==> config.mk <==
export PLATFORM = sky130hd
export DESIGN_NAME = rx_trigger_ctrl
export DESIGN_NICKNAME = d
export VERILOG_FILES = /design/src/rtl/rxt_pkg.sv /design/src/rtl/rxt_thresh_sel.sv /design/src/rtl/rxt_flow_hyst.sv /design/src/rtl/rxt_irq_gen.sv /design/src/rtl/rx_trigger_ctrl.sv
export SDC_FILE = /design/constraint.sdc
export NUM_CORES = 1
export LEC_CHECK = 0
export BUFFER_PORTS_ARGS = -buffer_cell sky130_fd_sc_hd__buf_2
export CAP_MARGIN = 30
export CORE_MARGIN = 3
export CORE_UTILIZATION = 55
export DETAILED_ROUTE_END_ITERATION = 12
export PLACE_DENSITY = 0.9
export SYNTH_ARGS = -nofsm -noshare
export SYNTH_HDL_FRONTEND = slang
export SYNTH_HIERARCHICAL = 1
export SYNTH_SLANG_ARGS = --single-unit
==> constraint.sdc <==
create_clock -name clk -period 8.8 [get_ports clk]
set_clock_uncertainty 0.1 [all_clocks]
set_input_delay 1.76 -clock clk [delete_from_list [all_inputs] [get_ports clk]]
set_output_delay 1.76 -clock clk [all_outputs]
set_load 0.02 [all_outputs]
==> src/rtl/rxt_pkg.sv <==
package rxt_pkg;

    localparam int TH_W = 8;

    typedef logic [TH_W-1:0] lvl_t;

    typedef enum logic [1:0] {
        MODE_BYTE = 2'b00,
        MODE_D16  = 2'b01,
        MODE_D128 = 2'b10,
        MODE_PROG = 2'b11
    } rx_mode_e;

    typedef struct packed {
        lvl_t upper;
        lvl_t lower;
    } thresh_t;

    function automatic thresh_t preset_d16(input logic [1:0] code);
        thresh_t t;
        t.lower = lvl_t'(1);
        case (code)
            2'b00:   t.upper = lvl_t'(1);
            2'b01:   t.upper = lvl_t'(4);
            2'b10:   t.upper = lvl_t'(8);
            default: t.upper = lvl_t'(14);
        endcase
        return t;
    endfunction

    function automatic thresh_t preset_d128(input logic [1:0] code);
        thresh_t t;
        case (code)
            2'b00:   begin t.upper = lvl_t'(16);  t.lower = lvl_t'(1);   end
            2'b01:   begin t.upper = lvl_t'(32);  t.lower = lvl_t'(16);  end
            2'b10:   begin t.upper = lvl_t'(112); t.lower = lvl_t'(32);  end
            default: begin t.upper = lvl_t'(120); t.lower = lvl_t'(112); end
        endcase
        return t;
    endfunction

    function automatic thresh_t clamp_prog(input lvl_t up, input lvl_t lo);
        thresh_t t;
        t.upper = (up == '0) ? lvl_t'(1) : up;
        t.lower = (lo >= t.upper) ? t.upper - lvl_t'(1) : lo;
        return t;
    endfunction

endpackage

==> src/rtl/rxt_thresh_sel.sv <==
module rxt_thresh_sel
    import rxt_pkg::*;
(
    input  logic             clk,
    input  logic             rst,
    input  rx_mode_e         mode,
    input  logic [1:0]       code,
    input  lvl_t             prog_up,
    input  lvl_t             prog_lo,
    output thresh_t          th
);

    always_comb begin
        unique case (mode)
            MODE_BYTE: begin
                th.upper = lvl_t'(1);
                th.lower = lvl_t'(1);
            end
            MODE_D16:  th = preset_d16(code);
            MODE_D128: th = preset_d128(code);
            default:   th = clamp_prog(prog_up, prog_lo);
        endcase
    end

    // no mode ever yields an upper level of zero
    assert_upper_nonzero_R6: assert property (@(posedge clk) disable iff (rst)
        th.upper != '0);

    // programmable lower level always sits strictly below the upper level
    assert_prog_lower_below_R7: assert property (@(posedge clk) disable iff (rst)
        (mode == MODE_PROG) |-> (th.lower < th.upper));

endmodule

==> src/rtl/rxt_flow_hyst.sv <==
module rxt_flow_hyst
    import rxt_pkg::*;
(
    input  logic    clk,
    input  logic    rst,
    input  lvl_t    level,
    input  thresh_t th,
    output logic    hold
);

    logic at_upper, at_lower;

    assign at_upper = (level >= th.upper);
    assign at_lower = (level <= th.lower);

    always_ff @(posedge clk) begin
        if (rst)
            hold <= 1'b0;
        else if (at_upper)
            hold <= 1'b1;
        else if (at_lower)
            hold <= 1'b0;
    end

    // hold only rises after the level reached the upper threshold
    assert_hold_rise_R9: assert property (@(posedge clk) disable iff (rst)
        $rose(hold) |-> $past(at_upper));

    // hold only falls after the level dropped to the lower threshold
    assert_hold_fall_R10: assert property (@(posedge clk) disable iff (rst)
        $fell(hold) |-> ($past(at_lower) && !$past(at_upper)));

endmodule

==> src/rtl/rxt_irq_gen.sv <==
module rxt_irq_gen
    import rxt_pkg::*;
(
    input  logic    clk,
    input  logic    rst,
    input  logic    en,
    input  lvl_t    level,
    input  thresh_t th,
    output logic    irq
);

    always_ff @(posedge clk) begin
        if (rst)
            irq <= 1'b0;
        else
            irq <= en && (level >= th.upper);
    end

    // the first cycle after reset never carries a request
    assert_irq_clear_after_reset_R1: assert property (@(posedge clk) disable iff (rst)
        $past(rst) |-> !irq);

    // a request implies the enable was set on the previous edge
    assert_irq_needs_enable_R8: assert property (@(posedge clk) disable iff (rst)
        irq |-> $past(en));

    // a request implies the level was at the upper threshold on the previous edge
    assert_irq_needs_level_R8: assert property (@(posedge clk) disable iff (rst)
        (irq && !$past(rst)) |-> ($past(level) >= $past(th.upper)));

endmodule

==> src/rtl/rx_trigger_ctrl.sv <==
module rx_trigger_ctrl
    import rxt_pkg::*;
(
    input  logic            clk,
    input  logic            rst,
    input  logic [TH_W-1:0] fifo_level,
    input  logic            irq_en,
    input  logic [1:0]      trig_code,
    input  logic [1:0]      rx_mode,
    input  logic [TH_W-1:0] prog_upper,
    input  logic [TH_W-1:0] prog_lower,
    output logic            irq_req,
    output logic            flow_hold
);

    rx_mode_e mode_e;
    thresh_t  th;

    assign mode_e = rx_mode_e'(rx_mode);

    rxt_thresh_sel u_sel (
        .clk     (clk),
        .rst     (rst),
        .mode    (mode_e),
        .code    (trig_code),
        .prog_up (prog_upper),
        .prog_lo (prog_lower),
        .th      (th)
    );

    rxt_flow_hyst u_hyst (
        .clk   (clk),
        .rst   (rst),
        .level (fifo_level),
        .th    (th),
        .hold  (flow_hold)
    );

    rxt_irq_gen u_irq (
        .clk   (clk),
        .rst   (rst),
        .en    (irq_en),
        .level (fifo_level),
        .th    (th),
        .irq   (irq_req)
    );

    // both outputs are clear on the cycle after reset
    assert_outputs_clear_R1: assert property (@(posedge clk) disable iff (rst)
        $past(rst) |-> (!irq_req && !flow_hold));

endmodule

* After elaboration in Yosys (flattened, before gate mapping)
Index checks and enable logic that the tools add are counted.
Storage, ports and cells: input port bits 31, output and inout bits 2, logic and storage cells 22, register bits after elaboration 2
Operators by class: order comparisons 3, equality and inequality tests 4, muxes and demuxes 7, reduce and logical (&&, ||, !) cells 5, $add $sub $neg 1
Operators by type and width (number):
- 16-bit case mux with 3 select lines | 1
- 15-bit case mux with 3 select lines | 1
- 8-bit greater-or-equal comparator | 2
- 8-bit 2-to-1 mux | 2
- 4-bit case mux with 3 select lines | 1
- 8-bit <= comparator | 1
- 8-bit logical NOT | 1
- 8-bit by 1-bit subtractor with 8-bit output, second input constant | 1
- 2-bit by 1-bit == test with 1-bit output, second input constant | 2
- 2-bit == test, second input constant | 2
- 2-bit logical NOT | 2
- 1-bit 2-to-1 mux | 2
- 2-bit nonzero test | 1
- 1-bit logical AND | 1

* Longest topological paths before layout
depth after elaboration 8, depth in mapped cells 16

* Cells and area by module
The synthesis kept the hierarchy.
Modules (own cells, without submodules):
- rxt_thresh_sel | cells each 98, area each 605.6 µm², times used 1
- rxt_flow_hyst | cells each 52, area each 415.4 µm², times used 1
- rxt_irq_gen | cells each 29, area each 224.0 µm², times used 1

* Least setup slack after synthesis
No wires, ideal clock.
path type input port to flip-flop, from in prog_upper[5], to reg u_hyst.hold, library setup time 77 ps, data required time 8623 ps, path buffers 1, slack 4213 ps, arrival time 4410 ps, stages on the path 15, cell sequence nor4_2 -> a31oi_1 -> inv_1 -> ha_1 -> nor2b_1 -> o21ai_1 -> a41o_1 -> buf_6 -> a211oi_1 -> inv_1 -> ha_1 -> nor2b_1 -> o211ai_1 -> a211o_1 -> a41oi_2
RTL lines:
- start, declared | RTL line rx_trigger_ctrl.sv:10 | input logic [TH_W-1:0] prog_upper,
- end signal, assigned | RTL line rxt_flow_hyst.sv:18 | hold <= 1'b0;
- end signal, assigned | RTL line rxt_flow_hyst.sv:20 | hold <= 1'b1;
- end signal, assigned | RTL line rxt_flow_hyst.sv:22 | hold <= 1'b0;
- end, declared | RTL line rxt_flow_hyst.sv:8 | output logic hold

==> run summary <==
Outcome - finished, final reports clean
I/O pins - 33
Setup TNS - 0 ns
Row Count - 16
Postcts setup bufs - 0
Setup crit end kind - register
Worst Path Arrival - 4.98 ns
# clock sinks - 2
TritonCTS clock tree - built
RSZ-0062 raised after global routing - false
WHS Endpoint - u_hyst/hold$_SDFFE_PP0P_
MaxCap Viol Count - 0
Post-route cell area - 1440 um2
Core Region - 2040 um2
Hold buffers post-CTS - 0
Critical Path Start - prog_upper[5]
Register Area - 40.0 um2
Hold Fails Final Rpt - 0
Ratio of total power to cell area - 73.5 nW/um2
Main combinational cell family by area after synthesis - adder cells
Setup violators final - 0
Worst Path Max Fanout - 14
R2R cell count - 3
DR vias - 1437
Synth Area in XOR/XNOR - 2.81%
Multi-input gate area - 1050 um2
Slowest cell on crit path - nor4_2
Ys Warns - 6
Worst path max stage delay - 0.47 ns
Count of final max-slew check failures - 0
Antenna violations before repair - 0
Leakage - 0.727 nW
Compound-Gate Fraction of Synth Area - 26.3%
Die footprint - 2870 um2
FF-to-FF End - u_hyst/hold$_SDFFE_PP0P_
Root Driver - clkbuf_4
Max IR drop VDD - 0.0719 mV
WHS Path Cells - 2
Post-synth top area cell - ha_1
Tot Pwr - 0.106 mW
Critical path class - input port to register
Final period util - 56.6%
Largest net degree at the start of global routing - 15
Fin crit period - 4.98 ns
Port Buf Inserts - 32
Hold Crit Start - u_hyst/hold$_SDFFE_PP0P_
WP buf/inv - 3
Routed Antenna Nets - 0
Simple-gate portion of the synthesized area - 19.3%
PostCTS Resize Cnt - 0
Fraction of the mapped netlist area in adder cells - 33.2%
Synth top area share - 33.2%
Antenna diodes - 0
Final setup margin - 3.82 ns
Syn avg cell area - 6.95 um2
Total GRT Usage - 25.4%
Number of synthesized flops with an enable pin - 0
Synthesized cell area - 1240 um2
Post-Route WL - 3420 um
Syn nets - 243
DR pass1 iterations - 5
DR iter-0 viols - 75
Clock-pin slew on the worst setup and hold paths - 0.03 ns
Routed WL per cell - 14.4 um
Slew @ Worst Pin - 0.524 ns
Total CTS buffers - 3
Die Wd - 53.6 um
Synth Instances - 179
Mux contribution to synthesized area - 2.41%
Worst slew margin - 65.1%
Fraction of layout cells with a size suffix above 1 - 20.0%
FMAX - 0.201 GHz
CTS H-tree depth - 1
Synth-to-layout area growth - 15.5%
Via density - 6.06
Crit-path cells - buf_2, nor4_2, a31oi_1, inv_1, ha_1, nor2b_1, o21ai_1, a41o_1, o21ai_0, a31o_2, inv_1, ha_1, a211oi_1, nor2_1, o221ai_1, a41oi_2
Unique masters post-synth - 36
Synth async-reset ratio - 0%
Initial Util - 61.0%
GP Congestion - 0.925
Vias in the first global route - 1336
CTS Buffer Depth - 2
Post-synthesis sequential area ratio - 3.22%
Clock latency at the later pin of the worst-skew pair - 0.23 ns
Drt drc - 0
Fin nets - 276
Die Y-Extent - 53.6 um
Total grt overflow - 0
Startpoint Class - input port
Hpwl dp - 2900 um
Ranking of synthesized cells by area - ha_1, inv_1, nor2_1
Setup WS pre-CTS - 3.67 ns
Worst Hold Class - register to register
Placement Cell Area - 1420 um2
CP delay by family, top - compound AO/OA/AOI/OAI gates
First-pass GRT wire length - 5380 um
CP Data Required Time - 8.80 ns
Register bit total from synthesis - 2
R2r setup slk - 7.79 ns
Primary FF master, synth - dfxtp_1
Fillcell total - 175
Reg2reg start - u_hyst/hold$_SDFFE_PP0P_
-- where the power goes --
part	total, mW	switching, mW	internal (mW)
logic	0.0719	0.0421	0.0299
clock network	0.0233	0.00806	0.0153
registers	0.0104	0.000432	0.00998
total	0.106	0.0506	0.0551
-- layout make-up --
class | count | share of cell area (%)
well taps | 27 | 2.35
flip-flops and latches | 2 | 2.79
clock buffers | 3 | 1.57
repair buffers | 32 | 11.1
inverters | 36 | 9.40
multi-input cells | 137 | 72.8
-- layer usage --
layer | track usage [%] | share of wire (%)
met4 | 13.6 | 3.3
met3 | 2.77 | 8.0
met2 | 47.6 | 50
met1 | 27.6 | 39
met5 | 0 | 0
-- worst min-delay path: cells and delay by family, from the launching register on --
kind            cells  cell delay (ns)
flops               1             0.31
compound gates      2             0.17
-- worst max-delay path by stage --
| stage | endpoint | depth (start not counted) |
|---|---|---|
| 6_report | u_hyst/hold$_SDFFE_PP0P_ | 16 |
| 5_1_grt | u_hyst/hold$_SDFFE_PP0P_ | 16 |
| 4_1_cts | u_hyst/hold$_SDFFE_PP0P_ | 16 |
| 3_5_place_dp | u_hyst/hold$_SDFFE_PP0P_ | 16 |
| 3_3_place_gp | u_hyst/hold$_SDFFE_PP0P_ | 16 |
| 2_1_floorplan | u_hyst/hold$_SDFFE_PP0P_ | 15 |
-- synth_stat cells (3+ instances only) --
cell type  count
inv_1         36
ha_1          33
nor2_1        22
nand2_1       10
a21oi_1        9
o21ai_0        8
a211oi_1       6
nand3_1        6
nor3_1         4
o211ai_1       4
xnor2_1        4
a31oi_1        3
mux2i_1        3
nor2b_1        3
-- flip-flops by register name (all words and copies together), names as in the netlist --
signal       cells
u_hyst/hold      1
u_irq/irq        1
-- cell families (layout without fill, tap and decap cells) --
family,Yosys count,in the layout
compound gates,45,45
xor+xnor,4,4
fa+ha+maj,33,33
buf+inv,40,71
flops,2,2
mux,3,3
simple gates,52,52
-- stage by stage --
stage                     hold slack (ns)  utilization [%]  std cells
after global routing                0.473             70.4        237
after global placement              0.419             69.3        234
after floorplan                     0.495                -        179
after detailed placement            0.431             69.3        234
final                               0.435             70.4        237
after CTS                           0.435             70.4        237
-- layout by cell type, fill, tap and decap left out --
cell type / count
nand4_1: 2
a221oi_1: 1
a41o_1: 1
nor3_1: 4
a21oi_1: 9
a41oi_2: 1
a22oi_1: 1
a31oi_1: 3
nor4_2: 1
a211oi_1: 6
a211oi_2: 1
a2111oi_0: 1
clkbuf_4: 3
or3_1: 1
a21o_1: 2
ha_1: 33
xnor2_1: 4
nor2b_1: 3
inv_1: 36
o21ai_0: 8
o221ai_1: 1
a31o_2: 2
buf_2: 32
a2111oi_2: 2
nor2_1: 22
nor3b_1: 1
nand3_1: 6
and3_1: 1
o211ai_1: 4
nand2_1: 10
dfxtp_1: 2
a211o_1: 1
nand2b_1: 1
o21ai_1: 1
mux2i_1: 3
(Power assumes the default switching activity.)
